## config.mk

```make
export PLATFORM = sky130hd
export DESIGN_NAME = utxb_top
export DESIGN_NICKNAME = d
export VERILOG_FILES = /design/src/rtl/utxb_pkg.sv /design/src/rtl/utxb_regs.sv /design/src/rtl/utxb_shifter.sv /design/src/rtl/utxb_top.sv
export SDC_FILE = /design/constraint.sdc
export NUM_CORES = 1
export LEC_CHECK = 0
export CAP_MARGIN = 20
export CORE_MARGIN = 2
export CORE_UTILIZATION = 55
export DETAILED_ROUTE_END_ITERATION = 8
export PLACE_DENSITY = 0.84
export SETUP_SLACK_MARGIN = 0.2
export SLEW_MARGIN = 20
export SYNTH_ARGS = -nofsm -noshare
export SYNTH_HDL_FRONTEND = slang
export SYNTH_HIERARCHICAL = 1
export SYNTH_SLANG_ARGS = --single-unit
```

## constraint.sdc

```tcl
create_clock -name clk -period 2.9 [get_ports clk]
set_input_delay 0.58 -clock clk [delete_from_list [all_inputs] [get_ports clk]]
set_output_delay 0.58 -clock clk [all_outputs]
set_load 0.005 [all_outputs]
```

## src/rtl/utxb_pkg.sv

```systemverilog
package utxb_pkg;
  localparam int FLAG_EMPTY_BIT = 4;
  localparam int FLAG_DONE_BIT  = 5;

  typedef struct packed {
    logic par_odd;
    logic par_en;
    logic en;
  } utxb_ctrl_t;

  localparam int CTRL_W = $bits(utxb_ctrl_t);
endpackage

```

## src/rtl/utxb_regs.sv

```systemverilog
module utxb_regs
  import utxb_pkg::*;
#(
  parameter int DATA_W = 8
) (
  input  logic              clk,
  input  logic              rst,
  input  logic              reg_sel,
  input  logic              wr_en,
  input  logic              rd_en,
  input  logic [DATA_W-1:0] wdata,
  input  logic              irq_sel,
  input  logic              load,
  input  logic              frame_done,
  output utxb_ctrl_t        ctrl,
  output logic [DATA_W-1:0] hold_data,
  output logic              hold_full,
  output logic [DATA_W-1:0] rdata,
  output logic              irq
);
  localparam int PAD_W = DATA_W - FLAG_DONE_BIT - 1;

  logic ever_written, done_q, empty_q;
  logic data_wr, ctrl_wr, stat_rd, wr_ok;
  logic full_n, ever_n, done_n, empty_n;
  logic [DATA_W-1:0] status_word;

  assign data_wr = wr_en && reg_sel;
  assign ctrl_wr = wr_en && !reg_sel;
  assign stat_rd = rd_en && !reg_sel;
  assign wr_ok   = data_wr && !hold_full;

  always_comb begin
    ever_n = ever_written | data_wr;
    if (wr_ok)     full_n = 1'b1;
    else if (load) full_n = 1'b0;
    else           full_n = hold_full;
    if (frame_done)          done_n = 1'b1;
    else if (stat_rd || load) done_n = 1'b0;
    else                     done_n = done_q;
    empty_n = ever_n && !full_n;
  end

  assign status_word = {{PAD_W{1'b0}}, done_q, empty_q, 1'b0, ctrl};

  always_ff @(posedge clk) begin
    if (rst) begin
      ctrl         <= '0;
      hold_data    <= '0;
      hold_full    <= 1'b0;
      ever_written <= 1'b0;
      done_q       <= 1'b0;
      empty_q      <= 1'b0;
      irq          <= 1'b0;
      rdata        <= '0;
    end else begin
      if (ctrl_wr) ctrl <= utxb_ctrl_t'(wdata[CTRL_W-1:0]);
      if (wr_ok)   hold_data <= wdata;
      hold_full    <= full_n;
      ever_written <= ever_n;
      done_q       <= done_n;
      empty_q      <= empty_n;
      irq          <= irq_sel ? done_n : empty_n;
      if (rd_en)   rdata <= reg_sel ? '0 : status_word;
    end
  end

  p_lost_write_r7: assert property (@(posedge clk) disable iff (rst)
    (data_wr && hold_full) |=> $stable(hold_data));
  p_read_clears_r10: assert property (@(posedge clk) disable iff (rst)
    (stat_rd && !frame_done) |=> !done_q);
  p_done_kept_r10: assert property (@(posedge clk) disable iff (rst)
    frame_done |=> done_q);
  p_quiet_irq_r6: assert property (@(posedge clk) disable iff (rst)
    (!ever_written && !irq_sel && !data_wr) |=> !irq);
  p_empty_after_load_r6: assert property (@(posedge clk) disable iff (rst)
    (load && !data_wr) |=> empty_q);
endmodule

```

## src/rtl/utxb_shifter.sv

```systemverilog
module utxb_shifter
  import utxb_pkg::*;
#(
  parameter int DATA_W = 8
) (
  input  logic              clk,
  input  logic              rst,
  input  utxb_ctrl_t        ctrl,
  input  logic              bit_tick,
  input  logic              hold_full,
  input  logic [DATA_W-1:0] hold_data,
  output logic              load,
  output logic              frame_done,
  output logic              tx_line
);
  localparam int SR_W = DATA_W + 2;
  localparam int CW   = $clog2(SR_W + 1);
  localparam logic [CW-1:0] BITS_PLAIN  = CW'(DATA_W + 1);
  localparam logic [CW-1:0] BITS_PARITY = CW'(DATA_W + 2);

  logic            busy;
  logic [SR_W-1:0] sr;
  logic [CW-1:0]   rem;
  logic            par_bit, last_bit, shifting;
  logic [SR_W-1:0] frame;

  assign par_bit    = (^hold_data) ^ ctrl.par_odd;
  assign frame      = ctrl.par_en ? {1'b1, par_bit, hold_data} : {2'b11, hold_data};
  assign last_bit   = busy && (rem == '0);
  assign shifting   = busy && (rem != '0);
  assign frame_done = ctrl.en && bit_tick && last_bit;
  assign load       = ctrl.en && bit_tick && hold_full && !shifting;

  always_ff @(posedge clk) begin
    if (rst) begin
      busy    <= 1'b0;
      sr      <= '0;
      rem     <= '0;
      tx_line <= 1'b1;
    end else if (!ctrl.en) begin
      busy    <= 1'b0;
      rem     <= '0;
      tx_line <= 1'b1;
    end else if (bit_tick) begin
      if (shifting) begin
        tx_line <= sr[0];
        sr      <= {1'b1, sr[SR_W-1:1]};
        rem     <= rem - 1'b1;
      end else if (load) begin
        tx_line <= 1'b0;
        sr      <= frame;
        rem     <= ctrl.par_en ? BITS_PARITY : BITS_PLAIN;
        busy    <= 1'b1;
      end else begin
        busy    <= 1'b0;
        tx_line <= 1'b1;
      end
    end
  end

  p_idle_when_off_r5: assert property (@(posedge clk) disable iff (rst)
    !ctrl.en |=> tx_line);
  p_start_low_r3: assert property (@(posedge clk) disable iff (rst)
    load |=> !tx_line);
  p_stop_high_r3: assert property (@(posedge clk) disable iff (rst)
    frame_done |-> tx_line);
  p_line_on_tick_r3: assert property (@(posedge clk) disable iff (rst)
    (!bit_tick && ctrl.en) |=> $stable(tx_line));
endmodule

```

## src/rtl/utxb_top.sv

```systemverilog
module utxb_top
  import utxb_pkg::*;
#(
  parameter int DATA_W = 8
) (
  input  logic              clk,
  input  logic              rst,
  input  logic              reg_sel,
  input  logic              wr_en,
  input  logic              rd_en,
  input  logic [DATA_W-1:0] wdata,
  output logic [DATA_W-1:0] rdata,
  input  logic              bit_tick,
  input  logic              irq_sel,
  output logic              tx_line,
  output logic              irq
);
  utxb_ctrl_t        ctrl;
  logic [DATA_W-1:0] hold_data;
  logic              hold_full, load, frame_done;

  utxb_regs #(.DATA_W(DATA_W)) u_regs (
    .clk(clk), .rst(rst), .reg_sel(reg_sel), .wr_en(wr_en), .rd_en(rd_en),
    .wdata(wdata), .irq_sel(irq_sel), .load(load), .frame_done(frame_done),
    .ctrl(ctrl), .hold_data(hold_data), .hold_full(hold_full),
    .rdata(rdata), .irq(irq)
  );

  utxb_shifter #(.DATA_W(DATA_W)) u_shift (
    .clk(clk), .rst(rst), .ctrl(ctrl), .bit_tick(bit_tick),
    .hold_full(hold_full), .hold_data(hold_data),
    .load(load), .frame_done(frame_done), .tx_line(tx_line)
  );

  p_load_needs_byte_r6: assert property (@(posedge clk) disable iff (rst)
    load |-> hold_full);
endmodule

```

### Word level (Yosys, flattened, before mapping)

Cells that the tools add are included.
W data, S select, Z words.

| storage, ports and cells | value |
|---|---|
| flip-flop bits (word level) | 40 |
| input bits | 15 |
| output and inout bits | 10 |

| cells by class | value |
|---|---|
| $add $sub $neg | 1 |
| muxes and demuxes | 15 |
| bitwise logic cells | 4 |
| reductions and logical operators | 24 |

Operators by type and width:

| cell | count |
|---|---|
| $mux W10 | 2 |
| $logic_and A1 B1 Y1 | 11 |
| $mux W9 | 1 |
| $mux W1 | 8 |
| $mux W4 | 2 |
| $reduce_xor A8 Y1 | 1 |
| $mux W6 | 1 |
| $logic_not A1 Y1 | 4 |
| $logic_not A4 Y1 | 1 |
| $reduce_and A2 Y1 | 2 |
| $reduce_bool A4 Y1 | 1 |
| $sub A4 B1 Y4 const B | 1 |
| $reduce_and A3 Y1 | 1 |
| $mux W2 | 1 |
| $not A1 Y1 | 2 |
| $reduce_bool A2 Y1 | 1 |
| $reduce_or A2 Y1 | 1 |
| $logic_or A1 B1 Y1 | 1 |
| $or A1 B1 Y1 | 1 |
| $xor A1 B1 Y1 | 1 |

### Depth between registers and ports, before layout

Gate-level depths: netlist (run 1).

| depth | value |
|---|---|
| depth after elaboration | 9 |
| mapped depth | 9 |

### Hierarchy

The synthesis (run 1) kept the hierarchy.

Modules (own cells, without submodules):

| module | instances | cells an instance | area an instance (um2) | sequential area each (um2) |
|---|---|---|---|---|
| utxb_shifter | 1 | 102 | 937.1 | 320.3 |
| utxb_regs | 1 | 81 | 827.0 | 420.4 |

### Worst setup path before layout (run 1)

Ideal clock, no wire load.

| timing path | value |
|---|---|
| kind | register to register |
| start | register u_shift.rem[0] |
| end | register u_shift.tx_line |
| arrival time | 1.802 ns |
| data required time | 2.780 ns |
| path slack | 0.979 ns |
| cell stages (with the launch flop) | 9 |
| buffers on the path | 2 |
| clock period less this slack | 1.921 ns |
| cell sequence | dfxtp_1 > inv_1 > ha_1 > or3b_1 > buf_2 > and2_4 > buf_6 > mux2_4 > a211o_1 |

| between the ends | value |
|---|---|
| cells in the longest elaborated chain, start to end | 6 |

Ends and longest elaborated chain:

| item | line | RTL |
|---|---|---|
| start, declared | utxb_shifter.sv:23 | `logic [CW-1:0] rem;` |
| start signal, assigned | utxb_shifter.sv:48 | `rem <= rem - 1'b1;` |
| start signal, assigned | utxb_shifter.sv:52 | `rem <= ctrl.par_en ? BITS_PARITY : BITS_PLAIN;` |
| $reduce_bool A4 Y1 (*) | utxb_shifter.sv:30 | `assign shifting = busy && (rem != '0);` |
| $logic_and A1 B1 Y1 (*) | utxb_shifter.sv:30 |  |
| $logic_not A1 Y1 | utxb_shifter.sv:32 | `assign load = ctrl.en && bit_tick && hold_full && !shifting;` |
| $logic_and A1 B1 Y1 | utxb_shifter.sv:32 |  |
| $mux W1 | utxb_shifter.sv:49 | `end else if (load) begin` |
| $mux W1 (*) | utxb_shifter.sv:45 | `if (shifting) begin` |
| end signal, assigned | utxb_shifter.sv:46 | `tx_line <= sr[0];` |
| end, declared | utxb_shifter.sv:14 | `output logic tx_line` |

Every way passes the cells marked *; elsewhere a longest branch is shown, timed or not.
A chain may end at the register's enable or synchronous reset.

### Worst setup path after layout (run 1)

| timing path | value |
|---|---|
| start | register u_shift.rem[0] |
| end | register u_regs.irq |

| between the ends | value |
|---|---|
| cells in the longest elaborated chain, start to end | 9 |
| elaborated cells on any way between the ends | 15 |
| classes of those cells | mux: 5; reduce/logical: 10 |

Ends and longest elaborated chain:

| item | line | RTL |
|---|---|---|
| $reduce_bool A4 Y1 (*) | utxb_shifter.sv:30 |  |
| $logic_and A1 B1 Y1 (*) | utxb_shifter.sv:30 |  |
| $logic_not A1 Y1 (*) | utxb_shifter.sv:32 |  |
| $logic_and A1 B1 Y1 (*) | utxb_shifter.sv:32 |  |
| net load | utxb_top.sv:20 | `logic hold_full, load, frame_done;` |
| $mux W1 | utxb_regs.sv:36 | `else if (load) full_n = 1'b0;` |
| $mux W1 | utxb_regs.sv:35 | `if (wr_ok) full_n = 1'b1;` |
| $logic_not A1 Y1 | utxb_regs.sv:41 | `empty_n = ever_n && !full_n;` |
| $logic_and A1 B1 Y1 | utxb_regs.sv:41 |  |
| $mux W1 (*) | utxb_regs.sv:63 | `irq <= irq_sel ? done_n : empty_n;` |
| end signal, assigned | utxb_regs.sv:63 |  |
| end, declared | utxb_regs.sv:19 | `output logic irq` |

Mark *: on every way through the listed nets, which the timed path passes. The rest lies on a longest branch.

==> out/qor.txt, run 1 <==
vias per cell: 5.44
I/O pin total: 25
Final TNS setup: 0 ns
Netlist Area Pre-Place: 0.00176 mm^2
CTS max path bufs: 2
Pre-Repair DR Iteration Count: 4
endpoints failing setup: 0
Final Hold Viols: 0
final WL: 3490 um
register bit total from synthesis: 37
Die ar.: 0.00368 mm^2
drt first-iter violations: 79
sequential power share: 56.3%
hpwl dp: 2580 um
grt total ovfl: 0
Global Route Usage Sum: 22.5%
internal cell power: 0.000720 W
CP Launch Type: register
I/O Buffers: 21
Worst slew margin: 54.1%
Comb power frac: 11.3%
Syn Inst Count: 183
routed len/inst: 14.3 um
clock tree root driver cell: clkbuf_4
cts repair resizes: 0
via count: 1328
post-synthesis cell type count: 42
post-route clock period utilization: 71.3%
initial cell density of the core: 57.8%
hold crit path type: register to register
fin nets: 216
min setup slack post-route: 0.833 ns
LEAKAGE: 0.747 nW
Synth Flop Type: dfxtp_1
Synth Area per Inst: 9.64 um^2
Post-CTS Setup Repair Bufs: 0
Clock Latency Late Sink: 0.35 ns
most frequent cells in the layout: dfxtp_1 (37), clkdlybuf4s50_1 (21), mux2i_1 (19), a21oi_1 (19), nor2_1 (16)
CTS tree: built
Post-Route Skew: 0.00675 ns
Setup WS pre-CTS: 0.550 ns
Core Footprint: 0.00305 mm^2
Critical Path RT: 3.16 ns
RSZ-0062 raised after global routing: false
Die Wd: 60.6 um
layout cells sized above 1: 10.0%
fillers: 253
Slew @ Worst Pin: 0.686 ns
minimum clock period: 2.07 ns
fin. max-slew vios: 0
CTS H-tree lvls: 2
endpoint type of the worst setup path: register
DRC: 0
VDD IR max: 0.000258 V
area delta synth->final: 13.9%
first-pass GRT wire length: 5910 um
max_cap viols: 0
achievable frequency: 0.484 GHz
clock sink count: 37
crit path DAT: 2.33 ns
Power Density: 473 mW/mm^2
P_sw: 0.000230 W
CP max FO: 7
n_diodes: 0
Post-synth EDFFs: 0
switching part of the total: 24.2%
CTS Buf Count: 5
Post-DRT Antenna Nets: 0
Critical Setup Path Class: register to register
status: finished clean
warnings from Yosys: 6
vias in the first global route: 1263
async set or reset register ratio after synthesis: 0%
RD Place Congestion: 0.762
Die Y: 60.6 um
largest net degree at the start of global routing: 30
site row count: 20
share of the yosys chip area belonging to registers: 42.0%
commonest non-fill, non-tap cell in the layout: dfxtp_1
power share of the clock group: 32.4%
# hold bufs at CTS: 0
initial antenna violation count: 0
Reg clk slew, reported paths: 0.11 ns
R2R Setup Slk: 0.83 ns
-- final timing paths --
| path | start | end | cells past startpoint |
|---|---|---|---|
| worst max-delay path | u_shift/rem[0]$_SDFFE_PP0P_ | u_regs/irq$_SDFF_PP0_ | 7 |
| worst max register to register | u_shift/rem[0]$_SDFFE_PP0P_ | u_regs/irq$_SDFF_PP0_ | 7 |
| worst min register to register | u_regs/rdata[2]$_SDFFE_PP0P_ | u_regs/rdata[2]$_SDFFE_PP0P_ | 2 |
| worst min-delay path | u_regs/rdata[2]$_SDFFE_PP0P_ | u_regs/rdata[2]$_SDFFE_PP0P_ | 2 |
-- flip-flops by register name (all words and copies together), names as in the netlist --
register,count
u_shift/sr,10
u_regs/hold_data,8
u_regs/rdata,5
u_shift/rem,4
u_regs/ctrl,3
u_regs/done_q,1
u_regs/empty_q,1
u_regs/ever_written,1
u_regs/hold_full,1
u_regs/irq,1
u_shift/busy,1
u_shift/tx_line,1
-- cell families after synthesis --
group / count (synthesis) / share of synthesized area (%)
and+or+nand+nor: 48 / 15.7
AOI/OAI and AO/OA: 44 / 16.3
DFF: 37 / 42.0
buffers and inverters: 23 / 7.66
muxes: 21 / 12.5
xor gates and xnor gates: 7 / 4.26
adders and majority gates: 2 / 1.42
other: 1 / 0.213
-- Yosys cell counts, types with 5 or more instances --
| cell type | instances | area, um^2 |
|---|---|---|
| mux2i_1 | 19 | 190 |
| nor2_1 | 16 | 60.1 |
| a211oi_1 | 9 | 67.6 |
| dfxtp_1 | 37 | 741 |
| a21oi_1 | 19 | 95.1 |
| xnor2_1 | 5 | 43.8 |
| nand3b_1 | 6 | 45.0 |
| nand2b_1 | 8 | 50.1 |
| inv_1 | 8 | 30.0 |
-- power by group through the flow --
| stage | sequential, W | clock, W | combinational, W |
|---|---|---|---|
| after floorplan | 0.000542 | 0 | 0.0000778 |
| after global placement | 0.000546 | 0 | 0.000103 |
| after detailed placement | 0.000546 | 0 | 0.000107 |
| after CTS | 0.000535 | 0.000314 | 0.000107 |
| after global routing | 0.000537 | 0.000349 | 0.000117 |
| final | 0.000535 | 0.000308 | 0.000107 |
-- layout make-up --
type,count,area (um^2),area share (%)
multi-input combinational,125,896,44.6
clock buffer,7,65.1,3.24
tap,44,55.1,2.74
inverter,8,30.0,1.49
clock inverter,1,5.00,0.249
timing repair buffer,22,218,10.8
sequential,37,741,36.9
-- stage by stage --
stage / hold slack (ns) / instance area (um^2) / total power, W / utilization (%) / std cells
6_report: 0.480 / 2010 / 0.000951 / 65.8 / 244
5_1_grt: 0.504 / 2010 / 0.00100 / 65.8 / 244
4_1_cts: 0.481 / 2010 / 0.000956 / 65.8 / 244
3_5_place_dp: 0.464 / 1940 / 0.000653 / 63.5 / 236
3_3_place_gp: 0.455 / 1940 / 0.000648 / 63.5 / 236
2_1_floorplan: 0.437 / 1770 / 0.000620 / - / 185
-- metal layers --
| metal | global-route usage, % | vias up | wire [um] |
|---|---|---|---|
| met2 | 35.2 | 28 | 1750 |
| met3 | 8.96 | 6 | 174 |
| li1 | - | 667 | - |
| met5 | 0 | - | 0 |
| met1 | 28.1 | 627 | 1520 |
| met4 | 8.07 | 0 | 51 |
-- worst max-delay path, stage by stage (launching register included) --
cell and delay [ns]:
dfxtp_1 0.34, inv_1 0.10, ha_1 0.14, or3b_1 0.47, a21oi_1 0.35, nand2b_1 0.23
nand2_4 0.07, o32ai_2 0.28
No activity file was read; power rests on OpenSTA's default activity.
==> run 2: changes to the inputs <==
--- a/config.mk
+++ b/config.mk
@@ -7,9 +7,9 @@
 export LEC_CHECK = 0
 export CAP_MARGIN = 20
 export CORE_MARGIN = 2
-export CORE_UTILIZATION = 55
+export CORE_UTILIZATION = 48
 export DETAILED_ROUTE_END_ITERATION = 8
-export PLACE_DENSITY = 0.84
+export PLACE_DENSITY = 0.78
 export SETUP_SLACK_MARGIN = 0.2
 export SLEW_MARGIN = 20
 export SYNTH_ARGS = -nofsm -noshare
==> constraint.sdc (replaced) <==
create_clock -name clk -period 1.81 [get_ports clk]
set_input_delay 0.362 -clock clk [delete_from_list [all_inputs] [get_ports clk]]
set_output_delay 0.362 -clock clk [all_outputs]
set_load 0.005 [all_outputs]
==> run 2 against run 1 <==
Against the previous run:
- worst setup slack lost 0.78 ns
- die area grew 14%
- combinational power grew 79%
- core utilization shrank 4.1 points
- critical path type unchanged
- cell count grew 8.2%
- largest power group unchanged
- clock power grew 81%
- global-route usage shrank 3.4 points
- non-clock buffer count grew 16
- sequential power grew 60%
- flip-flop and latch count is the same
==> out/qor.txt, run 2 (synthesized netlist as in run 1, its figures left out) <==
I/O pin total: 25 (unchanged)
n_diodes: 0 (unchanged)
registers with the most flip-flops: u_shift/sr x10, u_regs/hold_data x8, u_regs/rdata x5
final WL: 3530 um (+1.1%)
Inst Count DP: 255 (+8.1%)
CP Launch Type: register
most frequent cells in the layout: dfxtp_1 (35), clkdlybuf4s50_1 (21), mux2i_1 (19)
vias in the first global route: 1356 (+7.4%)
RSZ-0062 raised after global routing: true
CP top delay family: simple AND/OR/NAND/NOR gates
DRC: 0 (unchanged)
hpwl dp: 2510 um (-2.9%)
cell chain of the critical path: inv_2 > ha_4 > or3b_4 > and2_4 > mux2_4 > a211o_1
Reg clk slew, reported paths: 0.07 ns (-0.04 ns)
CTS max path bufs: 2 (unchanged)
status: finished clean
Pre-Repair DR Iteration Count: 4 (unchanged)
max_cap viols: 0 (unchanged)
fillers: 313 (+24%)
max incr delay on CP: 0.41 ns (-0.06 ns)
crit path max-delay cell type: or3b_4
r2r endpoint: u_shift/tx_line$_SDFFE_PP1P_
hold crit path type: register to register
Die Y: 64.6 um (+6.6%)
FF-to-FF path depth: 6 (-1)
Final Hold Viols: 0 (unchanged)
Critical Setup Path Class: register to register
CTS tree: built
Core Footprint: 0.00361 mm^2 (+18%)
fin. max-slew vios: 0 (unchanged)
power share of the clock group: 34.8% (+2.4 points)
Die ar.: 0.00418 mm^2 (+14%)
Comb power frac: 12.0% (+0.7 points)
first-pass GRT wire length: 6080 um (+2.8%)
clock sink count: 37 (unchanged)
R2R Setup Slk: 0.05 ns (-0.78 ns)
initial cell density of the core: 48.9% (-8.9 points)
Post-DRT Antenna Nets: 0 (unchanged)
internal cell power: 0.00121 W (+68%)
CTS Buf Count: 5 (unchanged)
endpoint type of the worst setup path: register
Placed Area: 0.00208 mm^2 (+7.4%)
minimum clock period: 1.76 ns (-0.308 ns)
via count: 1370 (+3.2%)
Clock Latency Late Sink: 0.30 ns (-0.05 ns)
worst r2r src: u_shift/rem[0]$_SDFFE_PP0P_
VDD IR max: 0.000606 V (+130%)
largest net degree at the start of global routing: 24 (-20%)
hold_sp: u_regs/rdata[2]$_SDFFE_PP0P_
layout cells sized above 1: 23.6% (+14 points)
Global Route Usage Sum: 19.1% (-3.4 points)
Tot Pwr: 0.00161 W (+69%)
worst hold margin: 0.470 ns (-0.0100 ns)
Post-Route Skew: 0.00451 ns (-0.00224 ns)
CP max FO: 5 (-2)
CTS H-tree lvls: 2 (unchanged)
Final Cell Area: 0.00223 mm^2 (+11%)
register area: 743 um^2 (+0.34%)
endpoints failing setup: 0 (unchanged)
# hold bufs at CTS: 0 (unchanged)
I/O Buffers: 21 (unchanged)
grt total ovfl: 0 (unchanged)
Die Wd: 64.6 um (+6.6%)
sequential power share: 53.3% (-3.0 points)
initial antenna violation count: 0 (unchanged)
Hold Crit Depth: 2 (unchanged)
fin nets: 232 (+7.4%)
Post-Layout Cell Count: 264 (+8.2%)
Final TNS setup: 0 ns (unchanged)
LEAKAGE: 0.839 nW (+12%)
largest register by flop count: u_shift/sr
worst path buffer plus inverter count: 1 (unchanged)
site row count: 22 (+10%)
switching part of the total: 24.8% (+0.58 points)
Power Density: 722 mW/mm^2 (+53%)
post-route clock period utilization: 97.1% (+26 points)
area delta synth->final: 26.2%
routed len/inst: 13.4 um (-6.5%)
max FFs per register: 10 (unchanged)
Multi-input gate area: 970 um^2 (+8.2%)
WHS Endpoint: u_regs/rdata[2]$_SDFFE_PP0P_
vias per cell: 5.19 (-4.7%)
commonest non-fill, non-tap cell in the layout: dfxtp_1
Critical Path RT: 2.00 ns (-1.16 ns)
drt first-iter violations: 72 (-8.9%)
clock tree root driver cell: clkbuf_8
achievable frequency: 0.569 GHz (+18%)
crit path DAT: 1.95 ns (-0.38 ns)
RD Place Congestion: 0.868 (+14%)
P_sw: 0.000399 W (+73%)
-- run 2: power by group through the flow --
stage	registers, W	clock network [W]	logic, W
global placement	0.000875	0	0.000184
floorplan	0.000869	0	0.000127
detailed placement	0.000875	0	0.000187
CTS	0.000857	0.000572	0.000189
global route	0.000860	0.000618	0.000207
finish	0.000857	0.000559	0.000192
-- run 2: final cells by class --
type / count / area share, %
clock buffers: 6 / 3.26
clock inverters: 2 / 0.449
inverters: 8 / 1.35
multi-input cells: 125 / 43.5
flip-flops and latches: 37 / 33.4
well taps: 48 / 2.70
repair buffers: 38 / 15.3
-- run 2: routing by layer --
layer	wire (um)	up-vias	global-route usage, %
met3	120	7	4.69
li1	-	697	-
met1	1700	642	23.5
met4	85	0	10.4
met2	1630	24	30.6
met5	0	-	0
-- run 2: worst reg2reg max path, stage by stage (launching register included) --
cell,delay (ns)
dfxtp_2,0.32
inv_2,0.07
ha_4,0.12
or3b_4,0.41
and2_4,0.20
mux2_4,0.29
a211o_1,0.24
-- run 2: how the worst max path moves through the flow --
| stage | startpoint | endpoint | cells past startpoint |
|---|---|---|---|
| detailed placement | u_shift/rem[1]$_SDFFE_PP0P_ | u_shift/tx_line$_SDFFE_PP1P_ | 6 |
| finish | u_shift/rem[0]$_SDFFE_PP0P_ | u_shift/tx_line$_SDFFE_PP1P_ | 6 |
| CTS | u_shift/rem[0]$_SDFFE_PP0P_ | u_shift/tx_line$_SDFFE_PP1P_ | 6 |
| global placement | u_shift/rem[0]$_SDFFE_PP0P_ | u_shift/tx_line$_SDFFE_PP1P_ | 6 |
| floorplan | u_shift/rem[0]$_SDFFE_PP0P_ | u_shift/sr[8]$_SDFFE_PP0P_ | 9 |
| global route | u_shift/rem[0]$_SDFFE_PP0P_ | u_shift/tx_line$_SDFFE_PP1P_ | 6 |
-- run 2: what timing repair did --
item                                    4_1_cts  5_1_grt
endpoints found under the setup margin       19       17
setup buffers                                 1        0
gates resized for setup                       4        8
pin swaps                                     3        8
-- run 2: stage by stage --
stage / util, % / setup WS [ns]
floorplan: - / -0.0657
global placement: 57.7 / 0.0220
detailed placement: 57.7 / 0.00816
CTS: 60.7 / 0.0603
global route: 61.8 / 0.00743
finish: 61.8 / 0.0517
==> run 3: changes to the inputs <==
--- a/config.mk
+++ b/config.mk
@@ -7,9 +7,11 @@
 export LEC_CHECK = 0
 export CAP_MARGIN = 20
 export CORE_MARGIN = 2
-export CORE_UTILIZATION = 48
+export CORE_UTILIZATION = 55
 export DETAILED_ROUTE_END_ITERATION = 8
-export PLACE_DENSITY = 0.78
+export DONT_BUFFER_PORTS = 1
+export GPL_TIMING_DRIVEN = 0
+export PLACE_DENSITY = 0.77
 export SETUP_SLACK_MARGIN = 0.2
 export SLEW_MARGIN = 20
 export SYNTH_ARGS = -nofsm -noshare
==> run 3 against run 2 <==
Against the previous run:
- global-route usage up 4.6 points
- the flow now finishes with violations (setup timing)
- highest routed layer unchanged
- routed wire length up 9.6%
- total power up 0.44%
- cell count down 5.3%
- cell area down 2.8%
- via count up 1.7%
- largest power group unchanged
- core utilization up 9.1 points
- combinational power down 15%
- sequential share of layout area up 0.96 points
- maximum frequency down 9.7%
- sequential power about the same
==> out/qor.txt, run 3 (synthesized netlist as in run 1, its figures left out) <==
CP top delay family: simple AND/OR/NAND/NOR gates
end of the critical path: u_shift/tx_line$_SDFFE_PP1P_
GR Util met3: 6.61% (+1.9 points)
max_cap viols: 0 (unchanged)
area delta synth->final: 22.7%
DRC: 0 (unchanged)
sequential power share: 53.1% (-0.2 points)
clock tree root driver cell: clkbuf_4
r2r endpoint: u_shift/tx_line$_SDFFE_PP1P_
layout cells sized above 1: 33.5% (+9.9 points)
worst r2r src: u_shift/rem[0]$_SDFFE_PP0P_
Worst slew margin: 56.0%
Worst path most repeated cell: buf_6
worst path buffer plus inverter count: 3 (+2)
FF-to-FF path depth: 8 (+2)
Power Density: 746 mW/mm^2 (+3.3%)
RD Place Congestion: 0.771 (-11%)
CTS max path bufs: 2 (unchanged)
I/O pin total: 25 (unchanged)
endpoints failing setup: 14 (+14)
registers with the most flip-flops: u_shift/sr x10, u_regs/hold_data x8, u_regs/rdata x5
final WL: 3870 um (+9.6%)
fin nets: 222 (-4.3%)
cell chain of the critical path: inv_2 > ha_1 > or3b_1 > buf_6 > and2_4 > buf_6 > mux2_4 > a211o_1
initial cell density of the core: 57.8% (+8.9 points)
via count: 1393 (+1.7%)
R2R Setup Slk: -0.14 ns (-0.19 ns)
Core Footprint: 0.00305 mm^2 (-15%)
switching part of the total: 22.7% (-2.1 points)
CTS Buf Count: 5 (unchanged)
fin. max-slew vios: 0 (unchanged)
clock sink count: 37 (unchanged)
Inst Count DP: 229 (-10%)
max incr delay on CP: 0.36 ns (-0.05 ns)
hold crit path type: primary input to register
I/O Buffers: 0 (-100%)
most frequent cells in the layout: dfxtp_1 (35), mux2i_1 (18), nor2_1 (15)
CTS H-tree lvls: 2 (unchanged)
routed len/inst: 15.5 um (+16%)
GR Layer Usage met2: 41.3% (+11 points)
largest register by flop count: u_shift/sr
Comb power frac: 10.1% (-1.9 points)
fillers: 250 (-20%)
achievable frequency: 0.513 GHz (-9.7%)
Critical Path RT: 2.04 ns (+0.04 ns)
first-pass GRT wire length: 6310 um (+3.8%)
Critical Setup Path Class: register to register
CP Depth: 8 (+2)
Clock Latency Late Sink: 0.35 ns (+0.05 ns)
Reg clk slew, reported paths: 0.12 ns (+0.05 ns)
Post-Layout Cell Count: 250 (-5.3%)
fin util: 70.9% (+9.1 points)
Post-DRT Antenna Nets: 0 (unchanged)
Die Wd: 60.6 um (-6.2%)
Die ar.: 0.00368 mm^2 (-12%)
crit path DAT: 2.18 ns (+0.23 ns)
worst hold margin: 0.108 ns (-0.362 ns)
internal cell power: 0.00125 W (+3.2%)
met1 Use GR: 27.9% (+4.4 points)
post-route clock period utilization: 108% (+10 points)
minimum clock period: 1.95 ns (+0.189 ns)
max FFs per register: 10 (unchanged)
initial antenna violation count: 0 (unchanged)
Post-Route Skew: 0.0167 ns (+0.0122 ns)
CP max FO: 5 (unchanged)
Slew @ Worst Pin: 0.661 ns
Final Hold Viols: 0 (unchanged)
status: complete, but fails checks
endpoint type of the worst setup path: register
register area: 743 um^2 (unchanged)
crit path max-delay cell type: or3b_1
gr busiest metal: met2
vias per cell: 5.57 (+7.4%)
Multi-input gate area: 0.00102 mm^2 (+5.5%)
Pre-Repair DR Iteration Count: 4 (unchanged)
drt first-iter violations: 57 (-21%)
RSZ-0062 raised after global routing: true
largest net degree at the start of global routing: 12 (-50%)
grt total ovfl: 0 (unchanged)
hpwl dp: 2640 um (+5.2%)
P_sw: 0.000367 W (-8.0%)
min setup slack post-route: -0.137 ns (-0.189 ns)
n_diodes: 0 (unchanged)
crit path from: u_shift/rem[0]$_SDFFE_PP0P_
commonest non-fill, non-tap cell in the layout: dfxtp_1
CTS tree: built
site row count: 20 (-9.1%)
vias in the first global route: 1364 (+0.59%)
CP Launch Type: register
failing checks: setup timing
power share of the clock group: 36.7% (+1.9 points)
LEAKAGE: 0.822 nW (-2.0%)
Die Y: 60.6 um (-6.2%)
VDD IR max: 0.000658 V (+8.6%)
Global Route Usage Sum: 23.7% (+4.6 points)
-- run 3: how the worst min path moves through the flow --
stage                                     startpoint                            to  slack, ns  depth (start not counted)
final                                        irq_sel         u_regs/irq$_SDFF_PP0_       0.11                          1
after global routing                         irq_sel         u_regs/irq$_SDFF_PP0_       0.09                          1
after CTS                                    irq_sel         u_regs/irq$_SDFF_PP0_        0.1                          1
after detailed placement   u_regs/empty_q$_SDFF_PP0_  u_regs/rdata[4]$_SDFFE_PP0P_       0.47                          2
after global placement     u_regs/empty_q$_SDFF_PP0_  u_regs/rdata[4]$_SDFFE_PP0P_       0.45                          2
after floorplan           u_shift/sr[9]$_SDFFE_PP0P_    u_shift/sr[9]$_SDFFE_PP0P_       0.44                          2
-- run 3: per-layer routing --
| metal | up-vias | wire length, um | part of all wire [%] |
|---|---|---|---|
| met3 | 6 | 147 | 3.8 |
| met4 | 0 | 46 | 1.2 |
| li1 | 675 | - | - |
| met1 | 680 | 1610 | 42 |
| met5 | - | 0 | 0 |
| met2 | 32 | 2070 | 53 |
-- run 3: per-stage QoR --
stage	setup slack, ns	total power [W]	TNS [ns]	area, um^2
2_1_floorplan	-0.0657	0.000996	-0.129	1810
3_3_place_gp	-0.125	0.00101	-0.485	1870
3_5_place_dp	-0.168	0.00102	-1.18	1870
4_1_cts	-0.123	0.00163	-0.638	2120
5_1_grt	-0.202	0.00168	-2.06	2160
6_report	-0.137	0.00162	-0.964	2160
-- run 3: timing repair --
action,in CTS,in global routing
endpoints found under the setup margin,19,19
setup buffers,10,2
gates cloned,1,0
resized for setup,21,7
hold buffers,0,0
pin swaps,12,6
-- run 3: power by group through the flow --
| stage | sequential (W) | clock [W] | combinational (W) |
|---|---|---|---|
| 6_report | 0.000858 | 0.000594 | 0.000163 |
| 5_1_grt | 0.000862 | 0.000639 | 0.000178 |
| 4_1_cts | 0.000858 | 0.000614 | 0.000156 |
| 3_5_place_dp | 0.000876 | 0 | 0.000145 |
| 3_3_place_gp | 0.000875 | 0 | 0.000139 |
| 2_1_floorplan | 0.000869 | 0 | 0.000127 |
-- run 3: layout make-up --
cell class | count | area share, %
clock buffers | 7 | 2.54
multi-input cells | 125 | 47.3
clock inverters | 1 | 1.39
flip-flops and latches | 37 | 34.3
inverters | 8 | 1.39
plain buffers | 15 | 5.49
repair buffers | 13 | 5.03
well taps | 44 | 2.54
-- run 3: worst reg2reg max path, delay by kind of cell, from the launching register on --
| family | cells | cell delay (ns) |
|---|---|---|
| AOI/OAI and AO/OA | 1 | 0.25 |
| adders and majority gates | 1 | 0.13 |
| buffers and inverters | 3 | 0.31 |
| DFF | 1 | 0.34 |
| muxes | 1 | 0.29 |
| and+or+nand+nor | 2 | 0.51 |
